### src/rtl/canbt_pkg.sv
package canbt_pkg;
  typedef enum logic [1:0] {
    SEG_SYNC = 2'b00,
    SEG_TS1  = 2'b01,
    SEG_TS2  = 2'b10
  } seg_e;
endpackage

### src/rtl/canbt_cfg_chk.sv
module canbt_cfg_chk #(
  parameter int TS1_W   = 4,
  parameter int TS2_W   = 3,
  parameter int SJW_W   = 2,
  parameter int TS1_MIN = 3,
  parameter int TS2_MIN = 1,
  parameter int BIT_MIN = 8,
  parameter int BIT_MAX = 25
) (
  input  logic [TS1_W-1:0] seg1,
  input  logic [TS2_W-1:0] seg2,
  input  logic [SJW_W-1:0] jump,
  output logic             cfg_err
);
  localparam int TOT_W = TS1_W + 2;

  logic [TOT_W-1:0] tot;

  always_comb begin
    tot = TOT_W'(seg1) + TOT_W'(seg2) + TOT_W'(3);
    cfg_err = (seg1 < TS1_W'(TS1_MIN))
            | (seg2 < TS2_W'(TS2_MIN))
            | (TOT_W'(seg1) <= TOT_W'(seg2))
            | (TOT_W'(seg2) < TOT_W'(jump))
            | (tot < TOT_W'(BIT_MIN))
            | (tot > TOT_W'(BIT_MAX));
  end
endmodule

### src/rtl/canbt_tq_div.sv
module canbt_tq_div #(
  parameter int BRP_W = 6
) (
  input  logic             clk,
  input  logic             rst_n,
  input  logic             hold,
  input  logic             restart,
  input  logic [BRP_W-1:0] brp,
  output logic             tq_stb
);
  logic [BRP_W-1:0] div_q, div_n;

  always_comb begin
    tq_stb = (div_q == '0) & ~hold;
    if (hold)              div_n = '0;
    else if (restart)      div_n = brp;
    else if (div_q == '0)  div_n = brp;
    else                   div_n = div_q - BRP_W'(1);
  end

  always_ff @(posedge clk or negedge rst_n) begin
    if (!rst_n) div_q <= '0;
    else        div_q <= div_n;
  end


  tq_gap_chk: assert property (@(posedge clk) disable iff (!rst_n)
    (tq_stb && brp != '0 && !restart && !hold) |=> !tq_stb);
endmodule

### src/rtl/canbt_seg_ctrl.sv
module canbt_seg_ctrl
  import canbt_pkg::*;
#(
  parameter int TS1_W = 4,
  parameter int TS2_W = 3,
  parameter int SJW_W = 2
) (
  input  logic             clk,
  input  logic             rst_n,
  input  logic             hold,
  input  logic             tq_stb,
  input  logic             rx_in,
  input  logic             bus_idle,
  input  logic [TS1_W-1:0] seg1,
  input  logic [TS2_W-1:0] seg2,
  input  logic [SJW_W-1:0] jump,
  output seg_e             seg_o,
  output logic             sample_stb,
  output logic             bit_start,
  output logic             sample_bit,
  output logic             hsync
);
  localparam int CNT_W = TS1_W + 2;
  localparam int L2_W  = TS2_W + 1;

  seg_e             seg_q, seg_n;
  logic [CNT_W-1:0] qcnt_q, qcnt_n, len1_q, len1_n, len1_adj;
  logic [L2_W-1:0]  len2_q, len2_n, len2_adj;
  logic             done_q, done_n, rxp_q, sbit_q, sbit_n;
  logic             fall, rs_ok, ts1_end, ts2_end;
  logic [CNT_W-1:0] sj_eff, late, room, step1, step2;

  always_comb begin
    fall   = rxp_q & ~rx_in;
    hsync  = fall & bus_idle & ~hold;
    rs_ok  = fall & ~bus_idle & ~done_q & (seg_q != SEG_SYNC);
    sj_eff = CNT_W'(jump) + CNT_W'(1);
    late   = qcnt_q + CNT_W'(1);
    room   = CNT_W'(len2_q) - qcnt_q - CNT_W'(1);
    step1  = (late < sj_eff) ? late : sj_eff;
    step2  = (room < sj_eff) ? room : sj_eff;
    len1_adj = len1_q + ((rs_ok && seg_q == SEG_TS1) ? step1 : '0);
    len2_adj = len2_q - ((rs_ok && seg_q == SEG_TS2) ? L2_W'(step2) : '0);
    ts1_end  = (seg_q == SEG_TS1) && (late == len1_adj);
    ts2_end  = (seg_q == SEG_TS2) && (late == CNT_W'(len2_adj));
    sample_stb = tq_stb & ts1_end & ~hsync & ~hold;
    bit_start  = tq_stb & ts2_end & ~hsync & ~hold;
    sbit_n = sample_stb ? rx_in : sbit_q;

    seg_n  = seg_q;
    qcnt_n = qcnt_q;
    len1_n = len1_adj;
    len2_n = len2_adj;
    done_n = done_q | rs_ok;
    if (hold) begin
      seg_n = SEG_SYNC; qcnt_n = '0; done_n = 1'b0;
    end else if (hsync) begin
      seg_n = SEG_SYNC; qcnt_n = '0; done_n = 1'b1;
    end else if (tq_stb) begin
      case (seg_q)
        SEG_SYNC: begin
          seg_n  = SEG_TS1;
          qcnt_n = '0;
          len1_n = CNT_W'(seg1) + CNT_W'(1);
          len2_n = L2_W'(seg2) + L2_W'(1);
        end
        SEG_TS1: begin
          if (ts1_end) begin seg_n = SEG_TS2; qcnt_n = '0; end
          else         qcnt_n = late;
        end
        default: begin
          if (ts2_end) begin seg_n = SEG_SYNC; qcnt_n = '0; done_n = 1'b0; end
          else         qcnt_n = late;
        end
      endcase
    end
  end

  always_ff @(posedge clk or negedge rst_n) begin
    if (!rst_n) begin
      seg_q  <= SEG_SYNC;
      qcnt_q <= '0;
      len1_q <= '0;
      len2_q <= '0;
      done_q <= 1'b0;
      rxp_q  <= 1'b1;
      sbit_q <= 1'b1;
    end else begin
      seg_q  <= seg_n;
      qcnt_q <= qcnt_n;
      len1_q <= len1_n;
      len2_q <= len2_n;
      done_q <= done_n;
      rxp_q  <= rx_in;
      sbit_q <= sbit_n;
    end
  end

  assign seg_o      = seg_q;
  assign sample_bit = sbit_q;


  ts1_bound_chk: assert property (@(posedge clk) disable iff (!rst_n)
    (seg_q == SEG_TS1) |-> (qcnt_q < len1_q));

  ts2_bound_chk: assert property (@(posedge clk) disable iff (!rst_n)
    (seg_q == SEG_TS2) |-> (qcnt_q < CNT_W'(len2_q)));

  sample_to_ts2_chk: assert property (@(posedge clk) disable iff (!rst_n)
    sample_stb |=> (seg_q == SEG_TS2));

  bit_start_to_sync_chk: assert property (@(posedge clk) disable iff (!rst_n)
    bit_start |=> (seg_q == SEG_SYNC));

  single_resync_chk: assert property (@(posedge clk) disable iff (!rst_n)
    (seg_q == SEG_TS2 && done_q && !hold && !hsync) |=> $stable(len2_q));

  hard_sync_chk: assert property (@(posedge clk) disable iff (!rst_n)
    hsync |=> (seg_q == SEG_SYNC && qcnt_q == '0 && done_q));
endmodule

### src/rtl/canbt_timing.sv
module canbt_timing #(
  parameter int BRP_W   = 6,
  parameter int TS1_W   = 4,
  parameter int TS2_W   = 3,
  parameter int SJW_W   = 2,
  parameter int TS1_MIN = 3,
  parameter int TS2_MIN = 1,
  parameter int BIT_MIN = 8,
  parameter int BIT_MAX = 25
) (
  input  logic             clk,
  input  logic             rst_n,
  input  logic             rx_i,
  input  logic             bus_idle_i,
  input  logic [BRP_W-1:0] presc_i,
  input  logic [TS1_W-1:0] seg1_i,
  input  logic [TS2_W-1:0] seg2_i,
  input  logic [SJW_W-1:0] jump_i,
  output logic             tq_stb_o,
  output logic             sample_stb_o,
  output logic             sample_bit_o,
  output logic             bit_start_o,
  output logic [1:0]       seg_o,
  output logic             cfg_err_o
);
  import canbt_pkg::*;

  logic cfg_err_w, tq_w, hsync_w;
  seg_e seg_w;

  canbt_cfg_chk #(
    .TS1_W(TS1_W), .TS2_W(TS2_W), .SJW_W(SJW_W),
    .TS1_MIN(TS1_MIN), .TS2_MIN(TS2_MIN), .BIT_MIN(BIT_MIN), .BIT_MAX(BIT_MAX)
  ) u_cfg (
    .seg1(seg1_i), .seg2(seg2_i), .jump(jump_i), .cfg_err(cfg_err_w)
  );

  canbt_tq_div #(.BRP_W(BRP_W)) u_div (
    .clk(clk), .rst_n(rst_n), .hold(cfg_err_w), .restart(hsync_w),
    .brp(presc_i), .tq_stb(tq_w)
  );

  canbt_seg_ctrl #(.TS1_W(TS1_W), .TS2_W(TS2_W), .SJW_W(SJW_W)) u_seg (
    .clk(clk), .rst_n(rst_n), .hold(cfg_err_w), .tq_stb(tq_w),
    .rx_in(rx_i), .bus_idle(bus_idle_i), .seg1(seg1_i), .seg2(seg2_i),
    .jump(jump_i), .seg_o(seg_w), .sample_stb(sample_stb_o),
    .bit_start(bit_start_o), .sample_bit(sample_bit_o), .hsync(hsync_w)
  );

  assign tq_stb_o  = tq_w;
  assign seg_o     = seg_w;
  assign cfg_err_o = cfg_err_w;


  err_hold_chk: assert property (@(posedge clk) disable iff (!rst_n)
    cfg_err_w |=> (seg_o == 2'b00));
endmodule

### config.mk
export PLATFORM = sky130hd
export DESIGN_NAME = canbt_timing
export DESIGN_NICKNAME = d
export VERILOG_FILES = /design/src/rtl/canbt_pkg.sv /design/src/rtl/canbt_cfg_chk.sv /design/src/rtl/canbt_tq_div.sv /design/src/rtl/canbt_seg_ctrl.sv /design/src/rtl/canbt_timing.sv
export SDC_FILE = /design/constraint.sdc
export NUM_CORES = 1
export LEC_CHECK = 0
export BUFFER_PORTS_ARGS = -buffer_cell sky130_fd_sc_hd__buf_2
export CAP_MARGIN = 20
export CORE_ASPECT_RATIO = 2
export CORE_MARGIN = 2
export CORE_UTILIZATION = 60
export CTS_CLUSTER_DIAMETER = 80
export DETAILED_ROUTE_END_ITERATION = 8
export GPL_ROUTABILITY_DRIVEN = 0
export PLACE_DENSITY = 0.89
export SLEW_MARGIN = 20
export SYNTH_ARGS = -nofsm -noshare
export SYNTH_HDL_FRONTEND = slang
export SYNTH_SLANG_ARGS = --single-unit
### constraint.sdc
create_clock -name clk -period 5.3 [get_ports clk]
set_input_delay 0.53 -clock clk [delete_from_list [all_inputs] [get_ports clk]]
set_output_delay 0.53 -clock clk [all_outputs]
set_load 0.02 [all_outputs]
# Word-level counts from Yosys, hierarchy flattened
# Cells that the tools add are included.
# word_totals
wordCells,99
out_inout_bits,7
input_bits,19
ff_bits,27
# classes
mux,32
magnitude_cmp,8
n_addsub,11
eq_ne,5
bitwise_logic,24
n_reduce_logical,11
# op_table
op,n
6-bit 2-to-1 mux,14
4-bit 2-to-1 mux,6
1-bit bitwise AND,13
6-bit case mux with 2 select lines,1
6-bit by 1-bit subtractor with 6-bit output (second input constant),2
2-bit 2-to-1 mux,5
6-bit by 1-bit adder with 6-bit output (second input constant),1
6-bit by 2-bit adder with 6-bit output (second input constant),1
6-bit adder,1
6-bit by 4-bit equality test with 1-bit output,1
6-bit equality test,1
6-bit by 5-bit > comparator with 1-bit output (second input constant),1
6-bit zero test,1
6-bit by 3-bit < comparator with 1-bit output,1
6-bit by 4-bit < comparator with 1-bit output (second input constant),1
6-bit < comparator,1
1-bit bitwise OR,6
4-bit by 6-bit subtractor with 6-bit output,1
4-bit by 1-bit adder with 5-bit output (second input constant),1
4-bit by 3-bit adder with 5-bit output,1
1-bit 2-to-1 mux,5
1-bit NOT,5
5-bit nonzero test,1
3-bit by 1-bit adder with 4-bit output (second input constant),1
other kinds (16),19

# Depth between registers and ports, before layout
# logic_depth
depth_word,15
ltp_mapped,20
mapped_depth_nobuf,20

# By module
# Synthesis repeated with hierarchy kept, for this count alone.
# hier_totals
hier_cells,284
area_unflattened_um2,2668.8
# modules_own_cells
module,instances,area_per_inst_um2,cells_per_inst
canbt_seg_ctrl,1,1945.6,198
canbt_tq_div,1,421.7,46
canbt_cfg_chk,1,301.5,40

# Least setup slack after synthesis
# OpenSTA, ideal clock, no wires.
# synth_path
path_type,flip-flop to output port
start,register u_seg.qcnt_q[0]
end,output bit_start_o
path_buffers,0
t_required_ns,4.770
path_stages_with_launch,19
arrival_time_ns,4.118
setup_slack_ns,0.652
cell_sequence,dfrtp_1 inv_1 ha_1 inv_1 fa_1 inv_1 ha_1 o21ai_0 nand2b_1 a21oi_1 nand3_1 mux2i_1 nand3_1 ha_1 a21o_1 a21oi_1 xnor3_1 or4_1 nor2_1
# synth_via
elab_chain_len,11
elab_cells_between_ends,12
cone_classes,add/sub: 4; order compare: 1; eq/ne: 1; mux: 2; bitwise: 3; reduce/logical: 1
# synth_lines
element,line,rtl
from (decl),canbt_seg_ctrl.sv:27,"logic [CNT_W-1:0] qcnt_q, qcnt_n, len1_q, len1_n, len1_adj;"
from (signal assigned),canbt_seg_ctrl.sv:90,qcnt_q <= qcnt_n;
4-bit by 6-bit subtractor with 6-bit output,canbt_seg_ctrl.sv:39,room = CNT_W'(len2_q) - qcnt_q - CNT_W'(1);
6-bit by 1-bit subtractor with 6-bit output,canbt_seg_ctrl.sv:39,
6-bit by 3-bit < comparator with 1-bit output,canbt_seg_ctrl.sv:41,step2 = (room < sj_eff) ? room : sj_eff;
4-bit 2-to-1 mux,canbt_seg_ctrl.sv:41,
4-bit 2-to-1 mux,canbt_seg_ctrl.sv:43,len2_adj = len2_q - ((rs_ok && seg_q == SEG_TS2) ? L2_W'(step2) : '0);
4-bit subtractor,canbt_seg_ctrl.sv:43,
6-bit by 4-bit equality test with 1-bit output *,canbt_seg_ctrl.sv:45,ts2_end = (seg_q == SEG_TS2) && (late == CNT_W'(len2_adj));
1-bit logical AND *,canbt_seg_ctrl.sv:45,
1-bit bitwise AND * (3 in a row),canbt_seg_ctrl.sv:47,bit_start = tq_stb & ts2_end & ~hsync & ~hold;
to (decl),canbt_timing.sv:22,"output logic bit_start_o,"
# Mark *: on every way between the ends. The rest lies on a longest branch, timed or not.

# Worst setup path in the final report
# Ends and elaborated chain as after synthesis.

==> results.yml <==
detailed_routing:
  wl_um: 6300
  detail-route-antenna-nets: 0
  drt_iter0_drc: 116
  vias: 2276
  drt-pass1-iter-count: 4
  wire_per_inst_um: 17.3
  vias_per_cell: 6.25
  drc_errors: 0
floorplan:
  initial_utilization_pct: 61.5
  ios: 26
  core_mm2: 0.00401
  rows: 33
  dieHeight_um: 94.6
  dieArea_mm2: 0.00466
  die_width_um: 49.3
global_route:
  met2_usage_pct: 49.0
  first_global_vias: 2289
  grt_max_degree: 28
  grt_use_total_pct: 28.3
  met3_usage_pct: 4.59
  grt_pass1_wl_um: 10300
  top_usage_layer: "met2"
  antenna_found_initial: 0
  met1_usage_pct: 32.5
  overflow: 0
final_layout:
  final_cells: 364
  finalNetCount: 364
  layout_common_cells: "nor2_1 (28), ha_1 (26), buf_2 (24), dfrtp_1 (24), inv_1 (23)"
  area_delta_synth_final_pct: 14.2
  drive_gt1_share_pct: 19.9
  post-route-util_pct: 70.2
  regArea_um2: 679
  multi_input_comb_area_mm2: 0.00172
  final_common_cell: "nor2_1"
  antenna_cells: 0
  n_fill_cell: 312
power:
  power_density_mw_per_mm2: 433
  vdd.ir_drop.worst_uv: 407
  leakage_nw: 1.35
  power_w: 0.00122
clock_network:
  clkTransAtPathRegs_ns: 0.10
  htreeDepth: 1
  clk_latency_ns: 0.28
  tritoncts: "built"
  cts_buffers: 3
  cts-root-buf: "clkbuf_8"
  cts.sinks: 27
  cts_buffer_depth: 2
setup_path:
  reg2regPathDepth: 19
  cp.required_ns: 4.77
  end_kind: "primary output"
  path_max_fanout: 4
  critical_path_arrival_ns: 4.64
  setup.worst_path.start_class: "flop"
  path_class: "reg -> out"
sta:
  maxSlewHeadroom_pct: 46.6
  fmax_mhz: 193
  finalCritPeriodShare_pct: 97.5
  fin_crit_ns: 5.17
  final_hold_viol_count: 0
  finClkSkew_ns: 0.00384
  finalMaxSlewViolations: 0
  finalSetupTns_ns: 0
  setup_viol: 0
  tightest_slew_ns: 0.797
  whs_ns: 0.249
worst_hold_path:
  min_path_type: "in -> async"
logic_synthesis:
  async_reset_ff_share_pct: 100
  syn_avg_cell_area_um2: 8.92
  synth_edf_count: 0
  yosys_warnings: 0
  ys_types: 48
  synth_seq_cells: 27
  synth_cells: 276
  synth_area_mm2: 0.00246
  ys_seq_area_share_pct: 27.5
  ys.flop_type: "dfrtp_1"
placement:
  dp.cells: 350
  dp_hpwl_um: 4650
  port_buffers: 25
run:
  drv_cap: 0
outcome:
  status: "finished clean"
state kept, by name (all words and copies together), names as in the netlist:
| name | count |
|---|---|
| u_seg.rxp_q | 1 |
| u_seg.len2_q | 4 |
| u_seg.sample_bit | 1 |
| u_seg.seg_o | 2 |
| u_seg.qcnt_q | 6 |
| u_seg.done_q | 1 |
| u_seg.len1_q | 6 |
| u_div.div_q | 6 |
routing by layer:
metal	up-vias	wire length, um
li1	1046	-
met1	1108	2430
met2	98	3310
met3	24	304
met4	0	260
met5	-	0
worst paths after layout:
kind | startpoint | endpoint | slack, ns
worst max-delay path | u_seg.qcnt_q[0] | bit_start_o | 0.13
worst min-delay path | rst_n | u_seg.len1_q[4] | 0.25
worst max register to register | u_seg.qcnt_q[0] | u_seg.qcnt_q[2] | 0.55
worst min register to register | u_seg.qcnt_q[3] | u_seg.qcnt_q[3] | 0.58
max in group asynchronous | rst_n | u_seg.qcnt_q[0] | 4.60
min in group clk | rx_i | u_seg.rxp_q | 0.36
cell families (layout without fill, tap and decap cells):
| group | after synthesis | after routing | share of synthesized area [%] |
|---|---|---|---|
| compound gates | 58 | 58 | 15.7 |
| flops | 27 | 27 | 27.5 |
| xor+xnor | 27 | 27 | 10.5 |
| simple gates | 92 | 92 | 19.9 |
| mux | 10 | 10 | 4.37 |
| other cells | 1 | 2 | 0.152 |
| buf+inv | 29 | 64 | 4.42 |
| fa+ha+maj | 32 | 32 | 17.5 |
synthesized netlist by cell type (all sizes together) (4+ instances only):
library cell | number | area [um2]
a21o | 4 | 30.0
nor2 | 29 | 109
a21oi | 14 | 70.1
xnor2 | 19 | 166
ha | 28 | 350
and3 | 4 | 25.0
o21ai | 11 | 55.1
nand2b | 9 | 56.3
o22ai | 4 | 25.0
nand2 | 12 | 45.0
dfrtp | 25 | 626
inv | 24 | 90.1
xor2 | 7 | 68.8
fa | 4 | 80.1
mux2 | 6 | 67.6
nor3 | 6 | 30.0
mux2i | 4 | 40.0
nor2b | 6 | 37.5
o211ai | 4 | 30.0
nand3 | 12 | 60.1
a211oi | 7 | 52.6
clkbuf | 5 | 18.8
timing repair:
action	4_1_cts	5_1_grt
pin swaps	0	10
setup buffers	2	8
endpoints found under the setup margin	1	2
gates resized for setup	6	6
hold buffers	0	0
worst max-delay path: stages, from the launching register on:
cell and delay [ns]:
dfrtp_2 0.44, inv_4 0.08, ha_2 0.18, inv_1 0.06, fa_1 0.55, inv_1 0.06, ha_1 0.29, o21ai_0 0.10
nand2b_1 0.12, a21oi_2 0.19, nand3_2 0.15, a211oi_2 0.21, ha_1 0.18, inv_1 0.07, fa_1 0.58, xnor2_1 0.15
nand3_1 0.14, or4_4 0.58, nor2_2 0.09, buf_4 0.14
stage by stage:
stage | worst slack, ns | area (um2)
global route | -0.0188 | 2810
global placement | 0.264 | 2650
finish | 0.131 | 2810
detailed placement | 0.0957 | 2650
floorplan | 0.652 | 2470
CTS | 0.0158 | 2730
power by group:
part           total (W)  internal, W  switching (W)
clock network   0.000123    0.0000535      0.0000691
logic           0.000766     0.000336       0.000430
registers       0.000327     0.000271      0.0000558
total            0.00122     0.000661       0.000555
cell type report:
| type | instances | share of cell area [%] |
|---|---|---|
| multi-input combinational | 221 | 61.0 |
| sequential | 27 | 24.2 |
| timing repair buffer | 36 | 7.48 |
| inverter | 24 | 3.29 |
| tap | 52 | 2.31 |
| clock buffer | 3 | 1.47 |
| clock inverter | 1 | 0.267 |
(Power assumes the default switching activity.)
